===== src/rtl/clkstop_pkg.sv =====
package clkstop_pkg;

  typedef enum logic [1:0] {
    ST_RUN    = 2'd0,
    ST_GO_OFF = 2'd1,
    ST_OFF    = 2'd2,
    ST_GO_ON  = 2'd3
  } gate_state_e;

  // Value of the run counter at which a pending stop may be taken, so that
  // the burst including the off-latency pulses holds min_on pulses.
  function automatic int run_threshold(int min_on, int off_lat);
    return min_on - off_lat - 1;
  endfunction

  function automatic int lat_width(int off_lat, int on_lat);
    return $clog2(((off_lat > on_lat) ? off_lat : on_lat) + 1);
  endfunction

endpackage


===== src/rtl/clkstop_sync.sv =====
module clkstop_sync #(
  parameter int W = 2
) (
  input  logic         clk_i,
  input  logic         rst_ni,
  input  logic [W-1:0] d_i,
  output logic [W-1:0] q_o
);
  logic [W-1:0] stage1_q, stage2_q;

  always_ff @(posedge clk_i or negedge rst_ni) begin
    if (!rst_ni) begin
      stage1_q <= '0;
      stage2_q <= '0;
    end else begin
      stage1_q <= d_i;
      stage2_q <= stage1_q;
    end
  end

  assign q_o = stage2_q;
endmodule


===== src/rtl/clkstop_seq.sv =====
module clkstop_seq
  import clkstop_pkg::*;
#(
  parameter int OFF_LAT = 1,
  parameter int ON_LAT  = 2,
  parameter int MIN_ON  = 10
) (
  input  logic clk_i,
  input  logic rst_ni,
  input  logic req_i,
  output logic gate_on_o
);
  localparam int RUN_W = $clog2(MIN_ON + 1);
  localparam int LAT_W = lat_width(OFF_LAT, ON_LAT);
  localparam logic [RUN_W-1:0] RUN_THR = RUN_W'(run_threshold(MIN_ON, OFF_LAT));
  localparam logic [LAT_W-1:0] OFF_TOP = LAT_W'(OFF_LAT - 1);
  localparam logic [LAT_W-1:0] ON_TOP  = LAT_W'(ON_LAT - 1);

  gate_state_e       st_q;
  logic [RUN_W-1:0]  run_cnt_q;
  logic [LAT_W-1:0]  lat_cnt_q;
  logic              window_done;

  assign window_done = (run_cnt_q == RUN_THR);

  always_ff @(posedge clk_i or negedge rst_ni) begin
    if (!rst_ni) begin
      st_q      <= ST_RUN;
      run_cnt_q <= '0;
      lat_cnt_q <= '0;
    end else begin
      case (st_q)
        ST_RUN: begin
          if (!window_done) run_cnt_q <= run_cnt_q + 1'b1;
          if (req_i && window_done) begin
            st_q      <= ST_GO_OFF;
            lat_cnt_q <= '0;
          end
        end
        ST_GO_OFF: begin
          if (lat_cnt_q == OFF_TOP) st_q <= ST_OFF;
          else lat_cnt_q <= lat_cnt_q + 1'b1;
        end
        ST_OFF: begin
          if (!req_i) begin
            st_q      <= ST_GO_ON;
            lat_cnt_q <= '0;
          end
        end
        default: begin
          if (lat_cnt_q == ON_TOP) begin
            st_q      <= ST_RUN;
            run_cnt_q <= '0;
          end else begin
            lat_cnt_q <= lat_cnt_q + 1'b1;
          end
        end
      endcase
    end
  end

  assign gate_on_o = (st_q == ST_RUN) || (st_q == ST_GO_OFF);
endmodule


===== src/rtl/clkstop_outgate.sv =====
module clkstop_outgate #(
  parameter int N = 3
) (
  input  logic         clk_i,
  input  logic         rst_ni,
  input  logic         gate_on_i,
  input  logic [N-1:0] stoppable_i,
  output logic         run_o,
  output logic [N-1:0] clk_o
);
  logic [N-1:0] en_q;
  logic         run_q;

  // Enables move only on the falling edge, while the source clock is low.
  always_ff @(negedge clk_i or negedge rst_ni) begin
    if (!rst_ni) begin
      en_q  <= '1;
      run_q <= 1'b1;
    end else begin
      en_q  <= {N{gate_on_i}} | ~stoppable_i;
      run_q <= gate_on_i;
    end
  end

  assign run_o = run_q;

  for (genvar i = 0; i < N; i++) begin : g_out
    assign clk_o[i] = clk_i & en_q[i];

    // a free-running output keeps its enable
    a_r4_free_output_runs : assert property (
      @(posedge clk_i) disable iff (!rst_ni)
      !stoppable_i[i] |-> en_q[i]
    );
  end
endmodule


===== src/rtl/clkstop_group.sv =====
module clkstop_group #(
  parameter int N       = 3,
  parameter int OFF_LAT = 1,
  parameter int ON_LAT  = 2,
  parameter int MIN_ON  = 10
) (
  input  logic         clk_i,
  input  logic         rst_ni,
  input  logic         stop_ni,
  input  logic         hw_sel_i,
  input  logic         sw_stop_i,
  input  logic [N-1:0] stoppable_i,
  output logic [N-1:0] clk_o
);
  localparam int BURST_W = $clog2(MIN_ON + 1);

  logic [1:0] req_raw, req_sync;
  logic       eff_req;
  logic       gate_on;
  logic       run_q;

  // Software bit rides the same two flops so both sources share one latency.
  assign req_raw = {sw_stop_i, ~stop_ni};

  clkstop_sync #(.W(2)) u_sync (
    .clk_i (clk_i),
    .rst_ni(rst_ni),
    .d_i   (req_raw),
    .q_o   (req_sync)
  );

  assign eff_req = hw_sel_i ? req_sync[0] : req_sync[1];

  clkstop_seq #(
    .OFF_LAT(OFF_LAT),
    .ON_LAT (ON_LAT),
    .MIN_ON (MIN_ON)
  ) u_seq (
    .clk_i    (clk_i),
    .rst_ni   (rst_ni),
    .req_i    (eff_req),
    .gate_on_o(gate_on)
  );

  clkstop_outgate #(.N(N)) u_gate (
    .clk_i      (clk_i),
    .rst_ni     (rst_ni),
    .gate_on_i  (gate_on),
    .stoppable_i(stoppable_i),
    .run_o      (run_q),
    .clk_o      (clk_o)
  );

  // Checker state: length of the current enabled burst in rising edges.
  logic [BURST_W-1:0] burst_len_q;
  always_ff @(posedge clk_i or negedge rst_ni) begin
    if (!rst_ni) burst_len_q <= '0;
    else if (!run_q) burst_len_q <= '0;
    else if (burst_len_q != BURST_W'(MIN_ON)) burst_len_q <= burst_len_q + 1'b1;
  end

  // a burst never ends before MIN_ON pulses
  a_r5_min_burst : assert property (
    @(posedge clk_i) disable iff (!rst_ni)
    $fell(run_q) |-> (burst_len_q == BURST_W'(MIN_ON))
  );

  // the stop seen at the outputs was requested OFF_LAT+1 edges earlier
  a_r3_stop_follows_request : assert property (
    @(posedge clk_i) disable iff (!rst_ni)
    $fell(run_q) |-> $past(eff_req, OFF_LAT + 1)
  );

  // the restart seen at the outputs was released ON_LAT+1 edges earlier
  a_r6_restart_follows_release : assert property (
    @(posedge clk_i) disable iff (!rst_ni)
    $rose(run_q) |-> !$past(eff_req, ON_LAT + 1)
  );
endmodule


===== src/rtl/clkstop_gate.sv =====
module clkstop_gate #(
  parameter int CPU_N       = 3,
  parameter int PCI_N       = 7,
  parameter int CPU_OFF_LAT = 3,
  parameter int CPU_ON_LAT  = 3,
  parameter int CPU_MIN_ON  = 100,
  parameter int PCI_OFF_LAT = 1,
  parameter int PCI_ON_LAT  = 2,
  parameter int PCI_MIN_ON  = 10,
  parameter logic [CPU_N-1:0] CPU_STOPPABLE_RST = 3'b110,
  parameter logic [PCI_N-1:0] PCI_STOPPABLE_RST = 7'b1110000
) (
  input  logic             clk_i,
  input  logic             rst_ni,
  input  logic             cpu_stop_ni,
  input  logic             pci_stop_ni,
  input  logic             cfg_wr_i,
  input  logic             cfg_cpu_hw_sel_i,
  input  logic             cfg_cpu_sw_stop_i,
  input  logic [CPU_N-1:0] cfg_cpu_stoppable_i,
  input  logic             cfg_pci_hw_sel_i,
  input  logic             cfg_pci_sw_stop_i,
  input  logic [PCI_N-1:0] cfg_pci_stoppable_i,
  output logic [CPU_N-1:0] cpu_clk_o,
  output logic [PCI_N-1:0] pci_clk_o
);
  logic             cpu_hw_sel_q, cpu_sw_stop_q;
  logic             pci_hw_sel_q, pci_sw_stop_q;
  logic [CPU_N-1:0] cpu_stoppable_q;
  logic [PCI_N-1:0] pci_stoppable_q;

  always_ff @(posedge clk_i or negedge rst_ni) begin
    if (!rst_ni) begin
      cpu_hw_sel_q    <= 1'b1;
      cpu_sw_stop_q   <= 1'b0;
      cpu_stoppable_q <= CPU_STOPPABLE_RST;
      pci_hw_sel_q    <= 1'b1;
      pci_sw_stop_q   <= 1'b0;
      pci_stoppable_q <= PCI_STOPPABLE_RST;
    end else if (cfg_wr_i) begin
      cpu_hw_sel_q    <= cfg_cpu_hw_sel_i;
      cpu_sw_stop_q   <= cfg_cpu_sw_stop_i;
      cpu_stoppable_q <= cfg_cpu_stoppable_i;
      pci_hw_sel_q    <= cfg_pci_hw_sel_i;
      pci_sw_stop_q   <= cfg_pci_sw_stop_i;
      pci_stoppable_q <= cfg_pci_stoppable_i;
    end
  end

  clkstop_group #(
    .N      (CPU_N),
    .OFF_LAT(CPU_OFF_LAT),
    .ON_LAT (CPU_ON_LAT),
    .MIN_ON (CPU_MIN_ON)
  ) u_cpu (
    .clk_i      (clk_i),
    .rst_ni     (rst_ni),
    .stop_ni    (cpu_stop_ni),
    .hw_sel_i   (cpu_hw_sel_q),
    .sw_stop_i  (cpu_sw_stop_q),
    .stoppable_i(cpu_stoppable_q),
    .clk_o      (cpu_clk_o)
  );

  clkstop_group #(
    .N      (PCI_N),
    .OFF_LAT(PCI_OFF_LAT),
    .ON_LAT (PCI_ON_LAT),
    .MIN_ON (PCI_MIN_ON)
  ) u_pci (
    .clk_i      (clk_i),
    .rst_ni     (rst_ni),
    .stop_ni    (pci_stop_ni),
    .hw_sel_i   (pci_hw_sel_q),
    .sw_stop_i  (pci_sw_stop_q),
    .stoppable_i(pci_stoppable_q),
    .clk_o      (pci_clk_o)
  );
endmodule


===== config.mk =====
export PLATFORM = sky130hd
export DESIGN_NAME = clkstop_gate
export DESIGN_NICKNAME = d
export VERILOG_FILES = /design/src/rtl/clkstop_pkg.sv /design/src/rtl/clkstop_sync.sv /design/src/rtl/clkstop_seq.sv /design/src/rtl/clkstop_outgate.sv /design/src/rtl/clkstop_group.sv /design/src/rtl/clkstop_gate.sv
export SDC_FILE = /design/constraint.sdc
export NUM_CORES = 1
export LEC_CHECK = 0
export BUFFER_PORTS_ARGS = -buffer_cell sky130_fd_sc_hd__clkbuf_2
export CORE_MARGIN = 5
export CORE_UTILIZATION = 52
export CTS_BUF_LIST = sky130_fd_sc_hd__clkbuf_16
export DETAILED_ROUTE_END_ITERATION = 7
export HOLD_SLACK_MARGIN = 0.15
export PLACE_DENSITY = 0.82
export SKIP_LAST_GASP = 1
export SLEW_MARGIN = 40
export SYNTH_ARGS = -nofsm -noshare
export SYNTH_HDL_FRONTEND = slang
export SYNTH_HIERARCHICAL = 1
export SYNTH_SLANG_ARGS = --single-unit

===== constraint.sdc =====
create_clock -name clk_i -period 1.74 [get_ports clk_i]
set_input_delay 0.087 -clock clk_i [delete_from_list [all_inputs] [get_ports clk_i]]
set_output_delay 0.087 -clock clk_i [all_outputs]
set_load 0.02 [all_outputs]

== Word-level counts from Yosys, hierarchy flattened ==
Index checks and enable logic that the tools add are counted.
Word-level totals
  register bits: 51
  input bits: 19
  output and inout port bits: 10
  logic and storage cells: 105
Operators by class
  add/sub/neg operators: 4
  equal/unequal tests: 19
  muxes and demuxes: 27
  bitwise logic cells: 18
  reductions and logical operators: 19
Operators by type and width (number)
  $mux 2: 15
  $ne 2x2->1 const B: 9
  $pmux 2 s3: 3
  $mux 7: 2
  $pmux 7 s2: 1
  $reduce_and 4->1: 3
  $and 1x1->1: 10
  $reduce_and 3->1: 3
  $mux 4: 2
  $pmux 4 s2: 1
  $add 7x1->7 const B: 1
  $eq 7x7->1 const B: 1
  $not 7->7: 1
  $or 7x7->7: 1
  $eq 2x1->1 const B: 3
  $eq 2x2->1 const B: 3
  $logic_not 2->1: 3
  $add 2x1->2 const B: 2
  $add 4x1->4 const B: 1
  $eq 4x4->1 const B: 1
  $ne 4x1->1 const B: 1
  $not 1->1: 4
  $pmux 2 s2: 1
  $reduce_bool 2->1: 2
  9 further kinds: 13

== Longest topological paths before layout ==
Gate-level depths: netlist (run 1).
  depth after elaboration: 4
  gate-level depth with buffers: 7
  depth with buffers taken out: 6

== Cells and area by module ==
Netlist (run 1), hierarchy kept.
By module, submodules not included
  clkstop_seq at u_cpu.u_seq: times used 1, cells each 81, area an instance 706.9 sq um, seq. area each 275.3 sq um
  clkstop_seq at u_pci.u_seq: times used 1, cells each 56, area an instance 584.3 sq um, seq. area each 200.2 sq um
  clkstop_gate: times used 1, cells each 29, area an instance 528.0 sq um, seq. area each 359.1 sq um
  clkstop_outgate at u_pci.u_gate: times used 1, cells each 23, area an instance 301.5 sq um, seq. area each 210.2 sq um
  clkstop_sync: times used 2, cells each 4, area an instance 100.1 sq um, seq. area each 100.1 sq um
  clkstop_outgate at u_cpu.u_gate: times used 1, cells each 11, area an instance 146.4 sq um, seq. area each 105.1 sq um
  clkstop_group: times used 2, cells each 2, area an instance 18.8 sq um, seq. area each 0.0 sq um

==> out/summary.txt, run 1 <==
CP arrival = 2.21 ns
Die Y = 78.7 um
Power per cell area = 1890 nW/um2
Num ports = 29
Cell at the slowest stage of the critical path = dfstp_2
First-pass GRT wire length = 12,600 um
Initial Util = 0.526
Routed len/inst = 27.2 um
Routed WL = 9740 um
Number of setup violations in the final report = 35
Slew Limit Fails = 0
Total core area = 4660 um2
Largest stage delay, worst path = 0.54 ns
Routability cong. = 0.756
Worst Hold Class = primary input to async pin
Maximum VDD drop = 1.31 mV
# DRC = 0
Clk pin slew, worst setup/hold paths = 0.08 ns
Final hold viol count = 0
Outcome = finished with violations
Drt first-iter violations = 261
IO Port Bufs = 28
Fin Clk Skew = 0.104 ns
Startpoint types = register
YS warnings = 6
Largest net degree at the start of global routing = 20
RSZ-0062 raised after global routing = true
Syn-to-layout area delta = 48.9%
Ant diodes = 0
Detail Placement HPWL = 3390 um
Gr ovfl total = 0
Filler cells = 199
Dominant delay contributor by cell family on the critical path = flip-flops
Vias per cell = 6.61
Hold WS = 0.211 ns
Slew @ Worst Pin = 0.492 ns
Clock latency on the worst-skew pair = 0.53 ns
Critical-path cell list = and2_4 -> buf_8
Post-synthesis instance area = 2450 um2
Synth Net Count = 243
Maxcap violations = 0
Syn_area_per_cell = 11.7 um2
Detailed Routing Iterations Pass 1 = 5
Buf/Inv on CP = 1
Initial antenna violation count = 0
# nets final = 335
Reg2Reg Launch Point = u_pci/u_seq/st_q[0]
DIE WIDTH = 78.7 um
CP Data Required Time = 1.65 ns
Final Power = 6910 uW
CP Launch Point = u_pci/u_gate/en_q[5]
Setup Crit Path Kind = register to primary output
Vias in the first global route = 2,402
Crit path capture type = primary output
Leak = 0.00174 uW
Worst-path fanout max = 1
Final worst setup slack = -0.552 ns
Failing checks = negative setup slack
Final ANT Viol Nets = 0
Max transition margin = 0.672
CTS tree = yes
Cells after synthesis = 210
# rows = 25
Setup TNS Final = -7.63 ns
Fraction of layout cells with a size suffix above 1 = 0.523
GRT Util Overall = 0.283
Die area = 6190 um2
Via count = 2,365
[placed cells by master (no fill, tap or decap), types with 2 or more instances in the layout]
master          n
a21oi_1         2
a22o_1          5
and2_4         10
buf_4          29
buf_8          11
clkbuf_16      10
clkbuf_2       18
dfrtp_1        33
dfstp_2        17
dlygate4sd3_1  17
ha_1            8
ha_2            3
ha_4            3
inv_1          23
inv_2           4
inv_6           2
mux2_2         15
mux2_4          5
mux2i_1         4
nand2_1        14
nand2b_1        2
nand2b_4       10
nand3_1         7
nand3_2         2
nor2_1          9
nor2_2          2
nor3_1          4
o211ai_1        2
o21ai_0         5
o21ai_2         3
o22ai_1         3
or2_4           2
[final cells by class]
cell class / count / area [um2] / share of cell area
Sequential cell: 51 / 1300 / 0.356
Multi-Input combinational cell: 138 / 1270 / 0.348
Timing Repair Buffer: 65 / 493 / 0.135
Clock buffer: 20 / 400 / 0.110
Tap cell: 54 / 67.6 / 0.0185
Inverter: 17 / 63.8 / 0.0175
Clock inverter: 13 / 58.8 / 0.0161
[where the power goes]
group,internal [uW],switching [uW]
clock,1960,1390
combinational,985,930
sequential,1450,187
[worst paths after layout]
| kind | end | slack [ns] | cells past startpoint |
|---|---|---|---|
| min | u_cpu/u_sync/stage1_q[0] | 0.21 | 2 |
| min reg2reg | u_cpu/u_sync/q_o[0] | 0.37 | 0 |
| max | pci_clk_o[5] | -0.55 | 2 |
| max in group asynchronous | u_pci/u_gate/en_q[5] | 0.38 | 2 |
| max reg2reg | u_pci/u_gate/en_q[0] | -0.29 | 4 |
| min in group clk_i | pci_stoppable_q[5] | 0.31 | 2 |
[metal layers]
layer / share of wire / GRT usage
met5: 0 / 0
met4: 0.059 / 0.224
met3: 0.11 / 0.108
met2: 0.48 / 0.429
met1: 0.35 / 0.316
[worst reg2reg max path, delay by kind of cell, from the launching register on]
family                     cells  cell delay, ns
DFF                            1            0.44
adders and majority gates      1            0.18
and+or+nand+nor                2            0.46
buffers and inverters          1            0.08
[metrics by stage]
| step | worst slack [ns] | utilization | instance area, um2 | instances |
|---|---|---|---|---|
| final | -0.552 | 0.784 | 3650 | 358 |
| after global routing | -0.555 | 0.784 | 3650 | 358 |
| after CTS | -0.515 | 0.747 | 3480 | 349 |
| after detailed placement | -0.269 | 0.600 | 2800 | 307 |
| after global placement | -0.200 | 0.600 | 2800 | 307 |
| after floorplan | -0.312 | - | 2480 | 210 |
[flip-flops by register name (all words and copies together), names as in the netlist]
register,flops
u_cpu/u_sync/stage1_q,2
u_pci/u_seq/run_cnt_q,4
pci_sw_stop_q,1
pci_hw_sel_q,1
u_cpu/u_seq/run_cnt_q,7
pci_stoppable_q,7
u_cpu/u_seq/lat_cnt_q,2
u_pci/u_sync/stage1_q,2
u_cpu/u_gate/en_q,3
u_cpu/u_sync/q_o,2
u_pci/u_sync/q_o,2
u_pci/u_seq/st_q,2
cpu_stoppable_q,3
u_cpu/u_seq/st_q,2
cpu_sw_stop_q,1
u_pci/u_gate/en_q,7
u_pci/u_seq/lat_cnt_q,2
cpu_hw_sel_q,1
[timing repair]
| item | in CTS | in global routing |
|---|---|---|
| endpoints found under the hold margin | 51 | 0 |
| resized for setup | 42 | 33 |
| pin swaps | 9 | 9 |
| setup buffers | 4 | 10 |
| hold buffers | 17 | 0 |
| setup endpoints to repair | 31 | 37 |
No activity file was read; power rests on OpenSTA's default activity.
==> run 2: changes to the inputs <==
CORE_MARGIN = 4   (was 5)
CORE_UTILIZATION = 58   (was 52)
PLACE_DENSITY = 0.86   (was 0.82)
SETUP_SLACK_MARGIN = 0.02   (was unset)
clock period = 2.3 ns   (was 1.74 ns; I/O delays follow)
==> run 2 against run 1 <==
The flow still finishes with violations (negative setup slack). Final area fell by 9.9%. Setup slack improved by 0.26 ns. Sequential power fell by 26%. Clock skew rose by 0.017 ns. Clock power fell by 27%. Clock-buffer cell count fell by 1. Final cell count fell by 7.5%. Largest power group unchanged. Sequential cell count did not move.
==> out/summary.txt, run 2 (same netlist as run 1, synthesis figures left out) <==
Max transition margin = 0.638 (-0.0337)
R2R depth = 4 (unchanged)
DIE WIDTH = 73.0 um (-7.2%)
IO Port Bufs = 28 (unchanged)
Setup Crit Path Kind = register to primary output
Die Y = 73.0 um (-7.2%)
CP Launch Point = u_pci/u_gate/en_q[0]
R2R Setup Slk = 0.05 ns (+0.34 ns)
Leak = 0.00152 uW (-12%)
Via count = 2,027 (-14%)
Final hold viol count = 0 (unchanged)
# nets final = 312 (-6.9%)
Num ports = 29 (unchanged)
Worst r2r dst = u_pci/u_gate/en_q[6]
Number of setup violations in the final report = 20 (-43%)
Syn-to-layout area delta = 34.2%
Initial antenna violation count = 0 (unchanged)
# placed instances = 293 (-4.6%)
Most frequent cells in the layout = dfrtp_1 (33), inv_1 (25), clkbuf_2 (18), dfstp_2 (17), dlygate4sd3_1 (17)
Ant diodes = 0 (unchanged)
Failing checks = negative setup slack
Crit path capture type = primary output
Outcome = finished with violations
Power per cell area = 1410 nW/um2 (-25%)
RSZ-0062 raised after global routing = true
Gr ovfl total = 0 (unchanged)
Fraction of layout cells with a size suffix above 1 = 0.395 (-0.128)
Largest registers = pci_stoppable_q: 7 flops, u_cpu/u_seq/run_cnt_q: 7 flops, u_pci/u_gate/en_q: 7 flops
Final ANT Viol Nets = 0 (unchanged)
# rows = 23 (-8.0%)
GRT Util Overall = 0.316 (+0.0337)
Routability cong. = 0.799 (+5.8%)
Routed len/inst = 22.2 um (-18%)
Fin Clk Skew = 0.121 ns (+0.0172 ns)
CP Data Required Time = 2.18 ns (+0.53 ns)
CTS tree = yes
First-pass GRT wire length = 11,700 um (-7.1%)
Detail Placement HPWL = 2970 um (-12%)
Slew Limit Fails = 0 (unchanged)
Maximum VDD drop = 0.970 mV (-26%)
Total core area = 4060 um2 (-13%)
Detailed Routing Iterations Pass 1 = 5 (unchanged)
Routed WL = 7360 um (-25%)
Reg2Reg Launch Point = u_pci/u_seq/st_q[1]
Worst Hold Class = primary input to async pin
Clk pin slew, worst setup/hold paths = 0.08 ns (about the same)
Slew @ Worst Pin = 0.539 ns (+0.0469 ns)
Filler cells = 177 (-11%)
Post-Place Setup Slack = 0.00569 ns (+0.275 ns)
Critical Path Sink = pci_clk_o[0]
Drt first-iter violations = 313 (+20%)
Die area = 5330 um2 (-14%)
Non-Filler Instances = 331 (-7.5%)
Vias per cell = 6.12 (-7.3%)
CP arrival = 2.47 ns (+0.26 ns)
Largest net degree at the start of global routing = 21 (+5.0%)
# DRC = 0 (unchanged)
Post-CTS setup buffers = 0 (-4)
Clock latency on the worst-skew pair = 0.53 ns (about the same)
Final worst setup slack = -0.290 ns (+0.263 ns)
Startpoint types = register
Initial Util = 0.604 (+0.0782)
Maxcap violations = 0 (unchanged)
Vias in the first global route = 2,202 (-8.3%)
Most common cell after layout, fill and taps aside = dfrtp_1
Worst-path fanout max = 1 (unchanged)
==> run 2: cell types whose count changed in the layout (fill, tap and decap cells not counted), moves of 3 or more <==
cell      change
nand2b_1      +9
nand2b_4      -9
buf_4        -22
ha_4          -3
==> run 2: how the worst min path moves through the flow <==
stage | start | endpoint | slack (ns) | cells past startpoint
detailed placement | rst_ni | pci_stoppable_q[3] | 0.1 | 1
finish | rst_ni | pci_stoppable_q[3] | 0.21 | 2
global placement | rst_ni | pci_stoppable_q[3] | 0.09 | 1
global route | rst_ni | pci_stoppable_q[3] | 0.25 | 2
CTS | rst_ni | pci_stoppable_q[3] | 0.23 | 2
floorplan | rst_ni | cpu_stoppable_q[0] | -0.18 | 0
==> run 2: metal layers <==
metal,vias up,track usage,wire (um)
li1,852,-,-
met4,0,0.186,305
met2,159,0.464,3400
met1,980,0.370,2880
met3,36,0.161,770
met5,-,0,0
==> run 2: worst max-delay path: stages (launching register included) <==
cell and delay [ns]:
dfstp_2 0.54, and2_4 0.16, buf_8 0.11
==> run 2: what timing repair did <==
action                     4_1_cts  5_1_grt
resized for setup               30       17
hold buffers                    17        0
hold endpoints to repair        53        0
setup endpoints to repair       20       28
pin swaps                        8        0
==> run 2: layout make-up <==
type                    instances  area [um2]  area share
multi-input cells             138        1110       0.337
clock buffers                  19         375       0.114
flip-flops and latches         51        1300       0.395
inverters                      17        63.8      0.0194
repair buffers                 42         313      0.0951
clock inverters                14        68.8      0.0209
well taps                      50        62.6      0.0190
==> run 2: per-stage QoR <==
stage	power (uW)	util	setup TNS (ns)	hold slack [ns]	area, um2
after floorplan	2210	-	-0.221	-0.181	2460
after CTS	4320	0.804	-2.31	0.229	3260
after global routing	4840	0.811	-2.71	0.248	3290
after global placement	2500	0.664	0	0.0852	2690
final	4640	0.811	-2.38	0.212	3290
after detailed placement	2530	0.664	0	0.100	2690
==> run 2: power breakdown <==
group          internal, uW  total [uW]  switching [uW]
sequential             1100        1210             112
clock                  1420        2440            1030
combinational           469         987             519
